## src/rtl/cdtmr_pkg.sv

```systemverilog
package cdtmr_pkg;

  localparam int unsigned ADDR_W = 3;

  localparam logic [ADDR_W-1:0] ADR_LOAD_LO = 3'd0;
  localparam logic [ADDR_W-1:0] ADR_LOAD_HI = 3'd1;
  localparam logic [ADDR_W-1:0] ADR_CNT_LO  = 3'd2;
  localparam logic [ADDR_W-1:0] ADR_CNT_HI  = 3'd3;
  localparam logic [ADDR_W-1:0] ADR_CTRL    = 3'd4;
  localparam logic [ADDR_W-1:0] ADR_INTR    = 3'd5;
  localparam logic [ADDR_W-1:0] ADR_SHD_LO  = 3'd6;
  localparam logic [ADDR_W-1:0] ADR_SHD_HI  = 3'd7;

  // control word bit positions
  localparam int unsigned CTL_PER_BIT  = 0;
  localparam int unsigned CTL_RUN_BIT  = 1;
  localparam int unsigned CTL_WIDE_BIT = 16;

  // interrupt word bit positions
  localparam int unsigned INT_EN_BIT  = 0;
  localparam int unsigned INT_RAW_BIT = 1;
  localparam int unsigned INT_MSK_BIT = 2;
  localparam int unsigned INT_CLR_BIT = 3;

  typedef struct packed {
    logic wide;
    logic run;
    logic periodic;
  } ctl_t;

endpackage

```

## src/rtl/cdtmr_rst_sync.sv

```systemverilog
module cdtmr_rst_sync (
  input  logic clk,
  input  logic rst_n,
  output logic rst_sync_n
);

  logic [1:0] sync_q;

  always_ff @(posedge clk or negedge rst_n) begin
    if (!rst_n) begin
      sync_q <= 2'b00;
    end else begin
      sync_q <= {sync_q[0], 1'b1};
    end
  end

  assign rst_sync_n = sync_q[1];

endmodule

```

## src/rtl/cdtmr_regs.sv

```systemverilog
module cdtmr_regs
  import cdtmr_pkg::*;
#(
  parameter int unsigned HALF_W = 32
) (
  input  logic                clk,
  input  logic                rst_n,
  input  logic                wr_en,
  input  logic [ADDR_W-1:0]   addr,
  input  logic [HALF_W-1:0]   wdata,
  output logic [2*HALF_W-1:0] load_q,
  output ctl_t                ctl_q,
  output logic                ie_q,
  output logic                arm,
  output logic                arm_wide,
  output logic                clr_req
);

  localparam int unsigned CW = 2 * HALF_W;

  logic          wr_lo, wr_hi, wr_ctl, wr_int, load_we;
  logic [CW-1:0] load_d;
  ctl_t          ctl_d;
  logic          ie_d;

  always_comb begin
    wr_lo   = wr_en && (addr == ADR_LOAD_LO);
    wr_hi   = wr_en && (addr == ADR_LOAD_HI);
    wr_ctl  = wr_en && (addr == ADR_CTRL);
    wr_int  = wr_en && (addr == ADR_INTR);
    load_we = wr_lo || wr_hi;

    load_d = load_q;
    if (wr_lo) load_d[HALF_W-1:0]  = wdata;
    if (wr_hi) load_d[CW-1:HALF_W] = wdata;

    ctl_d.periodic = wdata[CTL_PER_BIT];
    ctl_d.run      = wdata[CTL_RUN_BIT];
    ctl_d.wide     = wdata[CTL_WIDE_BIT];

    ie_d = wdata[INT_EN_BIT];

    // arming: run enable goes from 0 to 1 through a control write
    arm      = wr_ctl && wdata[CTL_RUN_BIT] && !ctl_q.run;
    arm_wide = wdata[CTL_WIDE_BIT];
    clr_req  = wr_int && wdata[INT_CLR_BIT];
  end

  always_ff @(posedge clk or negedge rst_n) begin
    if (!rst_n) begin
      load_q <= '0;
      ctl_q  <= '0;
      ie_q   <= 1'b0;
    end else begin
      if (load_we) load_q <= load_d;
      if (wr_ctl)  ctl_q  <= ctl_d;
      if (wr_int)  ie_q   <= ie_d;
    end
  end

  AST_CTL_ONLY_BY_WRITE: assert property (@(posedge clk) disable iff (!rst_n)
    !(wr_en && (addr == ADR_CTRL)) |=> $stable(ctl_q)) else $error("control changed without write");

  AST_LOAD_ONLY_BY_WRITE: assert property (@(posedge clk) disable iff (!rst_n)
    !(wr_en && (addr <= ADR_LOAD_HI)) |=> $stable(load_q)) else $error("load changed without write");

endmodule

```

## src/rtl/cdtmr_counter.sv

```systemverilog
module cdtmr_counter
  import cdtmr_pkg::*;
#(
  parameter int unsigned HALF_W = 32
) (
  input  logic                clk,
  input  logic                rst_n,
  input  logic                arm,
  input  logic                arm_wide,
  input  logic [2*HALF_W-1:0] load,
  input  ctl_t                ctl,
  output logic [2*HALF_W-1:0] cnt_q,
  output logic                expire
);

  localparam int unsigned   CW      = 2 * HALF_W;
  localparam logic [CW-1:0] CNT_ONE = CW'(1);

  logic          halt_q, halt_d;
  logic [CW-1:0] cnt_d, eff, narrow_load, reload;
  logic          active, at_end, cnt_en;

  always_comb begin
    narrow_load = {{HALF_W{1'b0}}, load[HALF_W-1:0]};
    eff         = ctl.wide ? cnt_q : {{HALF_W{1'b0}}, cnt_q[HALF_W-1:0]};
    reload      = ctl.wide ? load : narrow_load;
    active      = ctl.run && !halt_q;
    at_end      = (eff == CNT_ONE) || (eff == '0);
    expire      = active && at_end;

    cnt_d  = cnt_q;
    halt_d = halt_q;
    cnt_en = 1'b0;
    if (arm) begin
      cnt_en = 1'b1;
      cnt_d  = arm_wide ? load : narrow_load;
      halt_d = 1'b0;
    end else if (active) begin
      cnt_en = 1'b1;
      if (at_end) begin
        if (ctl.periodic) begin
          cnt_d = reload;
        end else begin
          cnt_d  = '0;
          halt_d = 1'b1;
        end
      end else begin
        cnt_d = eff - CNT_ONE;
      end
    end
  end

  always_ff @(posedge clk or negedge rst_n) begin
    if (!rst_n) begin
      cnt_q  <= '0;
      halt_q <= 1'b0;
    end else if (cnt_en) begin
      cnt_q  <= cnt_d;
      halt_q <= halt_d;
    end
  end

  AST_ARM_LOADS_WIDE: assert property (@(posedge clk) disable iff (!rst_n)
    (arm && arm_wide) |=> (cnt_q == $past(load))) else $error("arm did not load");

  AST_FROZEN_WHEN_OFF: assert property (@(posedge clk) disable iff (!rst_n)
    (!ctl.run && !arm) |=> $stable(cnt_q)) else $error("count moved while stopped");

  AST_ONESHOT_STAYS: assert property (@(posedge clk) disable iff (!rst_n)
    (ctl.run && halt_q && !arm) |=> ($stable(cnt_q) && !expire)) else $error("one-shot restarted");

  AST_NARROW_HI_ZERO: assert property (@(posedge clk) disable iff (!rst_n)
    (active && !ctl.wide) |=> (cnt_q[CW-1:HALF_W] == '0)) else $error("high half nonzero in 32-bit mode");

endmodule

```

## src/rtl/cdtmr_irq.sv

```systemverilog
module cdtmr_irq (
  input  logic clk,
  input  logic rst_n,
  input  logic expire,
  input  logic clr_req,
  input  logic ie,
  output logic raw_q,
  output logic irq
);

  logic raw_d;

  always_comb begin
    raw_d = raw_q;
    if (clr_req) raw_d = 1'b0;
    if (expire)  raw_d = 1'b1;   // expiry beats a clear on the same edge
  end

  always_ff @(posedge clk or negedge rst_n) begin
    if (!rst_n) raw_q <= 1'b0;
    else        raw_q <= raw_d;
  end

  assign irq = raw_q & ie;

  AST_SET_WINS: assert property (@(posedge clk) disable iff (!rst_n)
    expire |=> raw_q) else $error("expiry lost");

  AST_CLEAR_DROPS: assert property (@(posedge clk) disable iff (!rst_n)
    (clr_req && !expire) |=> !raw_q) else $error("clear ignored");

  AST_RAW_HOLDS: assert property (@(posedge clk) disable iff (!rst_n)
    (!clr_req && !expire) |=> $stable(raw_q)) else $error("raw flag moved");

endmodule

```

## src/rtl/cdtmr_rdmux.sv

```systemverilog
module cdtmr_rdmux
  import cdtmr_pkg::*;
#(
  parameter int unsigned HALF_W = 32
) (
  input  logic                clk,
  input  logic                rst_n,
  input  logic                rd_en,
  input  logic [ADDR_W-1:0]   addr,
  input  logic [2*HALF_W-1:0] load,
  input  logic [2*HALF_W-1:0] cnt,
  input  ctl_t                ctl,
  input  logic                ie,
  input  logic                raw,
  output logic [HALF_W-1:0]   rdata_q
);

  localparam int unsigned CW = 2 * HALF_W;

  logic [HALF_W-1:0] shd_hi_q, rd_d, ctl_word, int_word;
  logic              shd_we;

  always_comb begin
    ctl_word               = '0;
    ctl_word[CTL_PER_BIT]  = ctl.periodic;
    ctl_word[CTL_RUN_BIT]  = ctl.run;
    ctl_word[CTL_WIDE_BIT] = ctl.wide;

    int_word              = '0;
    int_word[INT_EN_BIT]  = ie;
    int_word[INT_RAW_BIT] = raw;
    int_word[INT_MSK_BIT] = raw & ie;

    shd_we = rd_en && (addr == ADR_SHD_LO);

    case (addr)
      ADR_LOAD_LO: rd_d = load[HALF_W-1:0];
      ADR_LOAD_HI: rd_d = load[CW-1:HALF_W];
      ADR_CNT_LO:  rd_d = cnt[HALF_W-1:0];
      ADR_CNT_HI:  rd_d = cnt[CW-1:HALF_W];
      ADR_CTRL:    rd_d = ctl_word;
      ADR_INTR:    rd_d = int_word;
      ADR_SHD_LO:  rd_d = cnt[HALF_W-1:0];
      default:     rd_d = shd_hi_q;
    endcase
  end

  always_ff @(posedge clk or negedge rst_n) begin
    if (!rst_n) begin
      rdata_q  <= '0;
      shd_hi_q <= '0;
    end else begin
      if (rd_en)  rdata_q  <= rd_d;
      if (shd_we) shd_hi_q <= cnt[CW-1:HALF_W];
    end
  end

  AST_SHADOW_KEEPS: assert property (@(posedge clk) disable iff (!rst_n)
    !shd_we |=> $stable(shd_hi_q)) else $error("shadow half changed");

  AST_RDATA_KEEPS: assert property (@(posedge clk) disable iff (!rst_n)
    !rd_en |=> $stable(rdata_q)) else $error("rdata changed without read");

endmodule

```

## src/rtl/cdtmr_top.sv

```systemverilog
module cdtmr_top
  import cdtmr_pkg::*;
#(
  parameter int unsigned HALF_W = 32
) (
  input  logic              clk,
  input  logic              rst_n,
  input  logic              wr_en,
  input  logic              rd_en,
  input  logic [ADDR_W-1:0] addr,
  input  logic [HALF_W-1:0] wdata,
  output logic [HALF_W-1:0] rdata,
  output logic              irq
);

  localparam int unsigned CW = 2 * HALF_W;

  logic          rst_sync_n;
  logic [CW-1:0] load_q, cnt_q;
  ctl_t          ctl_q;
  logic          ie_q, arm, arm_wide, clr_req, expire, raw_q;

  cdtmr_rst_sync u_rst (
    .clk        (clk),
    .rst_n      (rst_n),
    .rst_sync_n (rst_sync_n)
  );

  cdtmr_regs #(.HALF_W(HALF_W)) u_regs (
    .clk      (clk),
    .rst_n    (rst_sync_n),
    .wr_en    (wr_en),
    .addr     (addr),
    .wdata    (wdata),
    .load_q   (load_q),
    .ctl_q    (ctl_q),
    .ie_q     (ie_q),
    .arm      (arm),
    .arm_wide (arm_wide),
    .clr_req  (clr_req)
  );

  cdtmr_counter #(.HALF_W(HALF_W)) u_cnt (
    .clk      (clk),
    .rst_n    (rst_sync_n),
    .arm      (arm),
    .arm_wide (arm_wide),
    .load     (load_q),
    .ctl      (ctl_q),
    .cnt_q    (cnt_q),
    .expire   (expire)
  );

  cdtmr_irq u_irq (
    .clk     (clk),
    .rst_n   (rst_sync_n),
    .expire  (expire),
    .clr_req (clr_req),
    .ie      (ie_q),
    .raw_q   (raw_q),
    .irq     (irq)
  );

  cdtmr_rdmux #(.HALF_W(HALF_W)) u_rd (
    .clk     (clk),
    .rst_n   (rst_sync_n),
    .rd_en   (rd_en),
    .addr    (addr),
    .load    (load_q),
    .cnt     (cnt_q),
    .ctl     (ctl_q),
    .ie      (ie_q),
    .raw     (raw_q),
    .rdata_q (rdata)
  );

  AST_IRQ_NEEDS_EN: assert property (@(posedge clk) disable iff (!rst_sync_n)
    irq |-> ie_q) else $error("irq without enable");

endmodule

```

## config.mk

```make
export PLATFORM = sky130hd
export DESIGN_NAME = cdtmr_top
export DESIGN_NICKNAME = d
export VERILOG_FILES = /design/src/rtl/cdtmr_pkg.sv /design/src/rtl/cdtmr_rst_sync.sv /design/src/rtl/cdtmr_regs.sv /design/src/rtl/cdtmr_counter.sv /design/src/rtl/cdtmr_irq.sv /design/src/rtl/cdtmr_rdmux.sv /design/src/rtl/cdtmr_top.sv
export SDC_FILE = /design/constraint.sdc
export NUM_CORES = 1
export LEC_CHECK = 0
export ABC_AREA = 0
export BUFFER_PORTS_ARGS = -buffer_cell sky130_fd_sc_hd__buf_2
export CORE_UTILIZATION = 60
export DETAILED_ROUTE_END_ITERATION = 12
export GPL_ROUTABILITY_DRIVEN = 0
export GPL_TIMING_DRIVEN = 0
export PLACE_DENSITY_LB_ADDON = 0.15
export SETUP_SLACK_MARGIN = 0.5
export SLEW_MARGIN = 20
export SYNTH_ARGS = -nofsm -noshare
export SYNTH_HDL_FRONTEND = slang
export SYNTH_SLANG_ARGS = --single-unit
```

## constraint.sdc

```tcl
create_clock -name clk -period 7.5 [get_ports clk]
set_clock_uncertainty 0.2 [all_clocks]
set_input_delay 0.375 -clock clk [delete_from_list [all_inputs] [get_ports clk]]
set_output_delay 0.375 -clock clk [all_outputs]
set_load 0.02 [all_outputs]
```

==> impl_metrics.toml <==
[sta]
relative_max_transition_margin_pct = 15.6
rsz_0062_raised_after_global_routing = "no"
fin_crit_sh_pct = 55.8
fin_tns_setup_ns = 0
worstMarginPinSlew_ns = 1.26
maxClockFrequency_mhz = 239
finalHoldViolations = 0
final-setup-viol-count = 0
post-route-min-period_ns = 4.18
final_critical_path_setup_slack_ns = 3.32
fin_max_slew_vios = 0

[route]
total_number_of_vias = 11200
totalWireLength_mm = 40.7
drt_iter0_markers = 2189
wire_per_inst_um = 26.1
avgViaCountPerCell = 7.16
met2RoutedLength_mm = 16.4
drt.antenna.violating_nets = 0
topRoutingLayerUsed = "met5"
wl_met1_mm = 14.8
drt_drc_violations_left = 0
detail_route.first_pass.iterations = 7
dr_wl_met3_mm = 6.87

[synth]
synth-async-reset-ratio_pct = 100
syn_nets = 1230
largest_family_of_logic_cells_by_synthesized_area = "compound AO/OA/AOI/OAI gates"
post_synth_edffs = 0
synth_fa_ha_area_share_pct = 0.220
multiplexer_share_of_the_synthesized_area_pct = 13.2
syn-mean-instance-area_um2 = 9.58
synth.lib_cells_used.distinct = 72
synth_sequential_area_ratio_pct = 43.9
post_synth_and_or_nand_nor_area_fraction_pct = 13.8
synthesis.area_um2 = 11400
synth_compound_area_share_pct = 22.2
synth-main-ff-cell = "sky130_fd_sc_hd__dfrtp_1"
synth-seq-cells = 200
post_synth_xor_area_fraction_pct = 2.15
postSynthCellCount = 1189
yosysWarnings = 0

[finish]
layout_common_cells = "sky130_fd_sc_hd__dfrtp_1 (199), sky130_fd_sc_hd__mux2_2 (117), sky130_fd_sc_hd__a21oi_1 (89), sky130_fd_sc_hd__o21ai_0 (81)"
regArea_um2 = 5010
final_net_count = 1351
num-fill-cells = 1434
postLayoutCellArea_um2 = 13100
area.growth.synth_to_final_pct = 14.7
most_common_library_cell_in_the_layout_ignoring_fill_and_taps = "sky130_fd_sc_hd__dfrtp_1"
fin_util_pct = 70.1
drive_gt1_share_pct = 19.3
multi_input_comb_area_um2 = 5910

[grt]
all_layer_global_routing_usage_pct = 42.3
grt_pass1_vias = 10200
initial_antenna_violation_count = 1
first_pass_grt_wire_length_mm = 61.0
grt_max_degree = 54
overflow = 0

[clock_network]
clk-insertion-delay-late_ns = 0.46
clockRootBuffer = "sky130_fd_sc_hd__clkbuf_16"
cts_made_buffers = 17
cts-root-to-sink-buffers = 2
cts_setup_buffers = 0
cts_tree = "built"
clk_pin_slew_worst_paths_ns = 0.08
tritoncts_num_sinks = 200
cts-htree-levels = 4

[placement]
placement_setup_slack_ns = 3.60
detailedPlacementHpwl_mm = 29.4
numPortBuffers = 68
placed_instance_area_um2 = 12200

[setup_path]
timing.critical_path.slowest_cell_delay_ns = 0.76
critPathMostFrequentCell = "sky130_fd_sc_hd__clkbuf_1"
crit_fanout = 10
worstPathRequired_ns = 7.60
crit_path_top_delay_cell = "sky130_fd_sc_hd__o41ai_2"
worstPathCellList = "clkbuf_1, or4_1, clkbuf_1, o41ai_2, nor2b_1, nand4b_4, clkbuf_1, nor2_1, a2bb2oi_1, a21oi_1"
worst_ep_arrival_time_ns = 4.28
endpoint_kind = "register"
critical_path_launch_point_type = "register"
timing.setup.critical_path_class = "reg -> reg"

[floorplan]
fp.dieH_um = 140
die_w_um = 140
rows = 50
initial_core_util_pct = 61.1
io_pins = 72
floorplan.die_area_um2 = 19500
core_area_um2 = 18600

[job]
maxcap_viol_count = 0

[min_path]
worst_hold_path_type = "in -> async"

[status]
outcome = "finished, final reports clean"

[power]
fin_total_pwr_mw = 4.20
cellLeakagePower_nw = 5.40
power_per_cell_area_nw_per_um2 = 321
irDropWorstVdd_v = 0.000198
==> timing repair <==
action / 4_1_cts / 5_1_grt
hold endpoints to repair: 58 / 0
gates resized for setup: 0 / 0
hold buffers: 29 / 0
==> sequential cells by signal, summed over array words and instances (netlist names) <==
signal and flops:
u_regs.ie_q 1, u_rst.sync_q 2, u_regs.load_q 64, u_regs.ctl_q 3, u_cnt.cnt_q 64, u_rd.rdata_q 32, u_irq.raw_q 1, u_cnt.halt_q 1
u_rd.shd_hi_q 32
==> worst max-delay path, delay by kind of cell, from the launching register on <==
family | cells | cell delay (ns)
simple gates | 4 | 1.42
compound gates | 3 | 1.24
buf+inv | 3 | 0.80
flops | 1 | 0.36
==> report_power, final <==
part | internal (mW) | total (mW) | switching [mW]
Clock | 0.457 | 0.964 | 0.506
Combinational | 0.575 | 1.49 | 0.911
Sequential | 1.34 | 1.75 | 0.405
==> through the flow <==
step	hold slack, ns	cells
global route	0.0203	1557
global placement	-0.0398	1491
floorplan	-0.121	1189
CTS	0.00947	1557
detailed placement	-0.0387	1496
finish	0.0127	1558
==> layer usage <==
layer / vias to the layer above / GRT usage (%)
met5: - / 0
met4: 2 / 20.2
met3: 237 / 16.6
met2: 1010 / 59.8
met1: 5217 / 56.6
li1: 4686 / -
==> logic make-up after synthesis <==
| family | Yosys count |
|---|---|
| buffers and inverters | 128 |
| and+or+nand+nor | 311 |
| adders and majority gates | 2 |
| muxes | 136 |
| other | 1 |
| xor gates and xnor gates | 28 |
| DFF | 200 |
| AOI/OAI and AO/OA | 383 |
==> cell type report <==
class,instances,share of cell area [%]
diodes,1,0.0191
clock buffers,17,3.26
flip-flops and latches,200,38.3
clock inverters,15,1.45
inverters,27,0.776
plain buffers,101,3.05
well taps,234,2.24
multi-input cells,861,45.2
repair buffers,102,5.67
==> synthesized netlist by cell type (19+ instances only) <==
master | count | area, um2
sky130_fd_sc_hd__mux2_2 | 117 | 1320
sky130_fd_sc_hd__dfrtp_1 | 200 | 5000
sky130_fd_sc_hd__a21oi_1 | 89 | 445
sky130_fd_sc_hd__o211ai_1 | 25 | 188
sky130_fd_sc_hd__a22oi_1 | 44 | 330
sky130_fd_sc_hd__nand3_1 | 36 | 180
sky130_fd_sc_hd__clkbuf_1 | 80 | 300
sky130_fd_sc_hd__o21ai_0 | 81 | 405
sky130_fd_sc_hd__mux2i_1 | 19 | 190
sky130_fd_sc_hd__xnor2_1 | 25 | 219
sky130_fd_sc_hd__nor3_1 | 38 | 190
sky130_fd_sc_hd__a31oi_1 | 31 | 194
sky130_fd_sc_hd__o22ai_1 | 28 | 175
sky130_fd_sc_hd__nor2_1 | 80 | 300
sky130_fd_sc_hd__inv_1 | 27 | 101
sky130_fd_sc_hd__nand2_1 | 68 | 255
==> final timing paths <==
kind | startpoint | endpoint | slack (ns) | cells past startpoint
worst max-delay path | u_cnt.cnt_q[49]$_DFFE_PN0P_ | u_cnt.cnt_q[53]$_DFFE_PN0P_ | 3.32 | 10
worst min-delay path | rst_n | u_rst.sync_q[1]$_DFF_PN0_ | 0.01 | 2
worst max register to register | u_cnt.cnt_q[49]$_DFFE_PN0P_ | u_cnt.cnt_q[53]$_DFFE_PN0P_ | 3.32 | 10
worst min register to register | u_rst.sync_q[1]$_DFF_PN0_ | u_cnt.cnt_q[44]$_DFFE_PN0P_ | 0.06 | 0
max in group asynchronous | u_rst.sync_q[1]$_DFF_PN0_ | u_regs.load_q[6]$_DFFE_PN0P_ | 5.93 | 3
min in group clk | wdata[3] | u_regs.load_q[3]$_DFFE_PN0P_ | 0.02 | 2
Note: power is estimated with default switching activity, not from simulation.
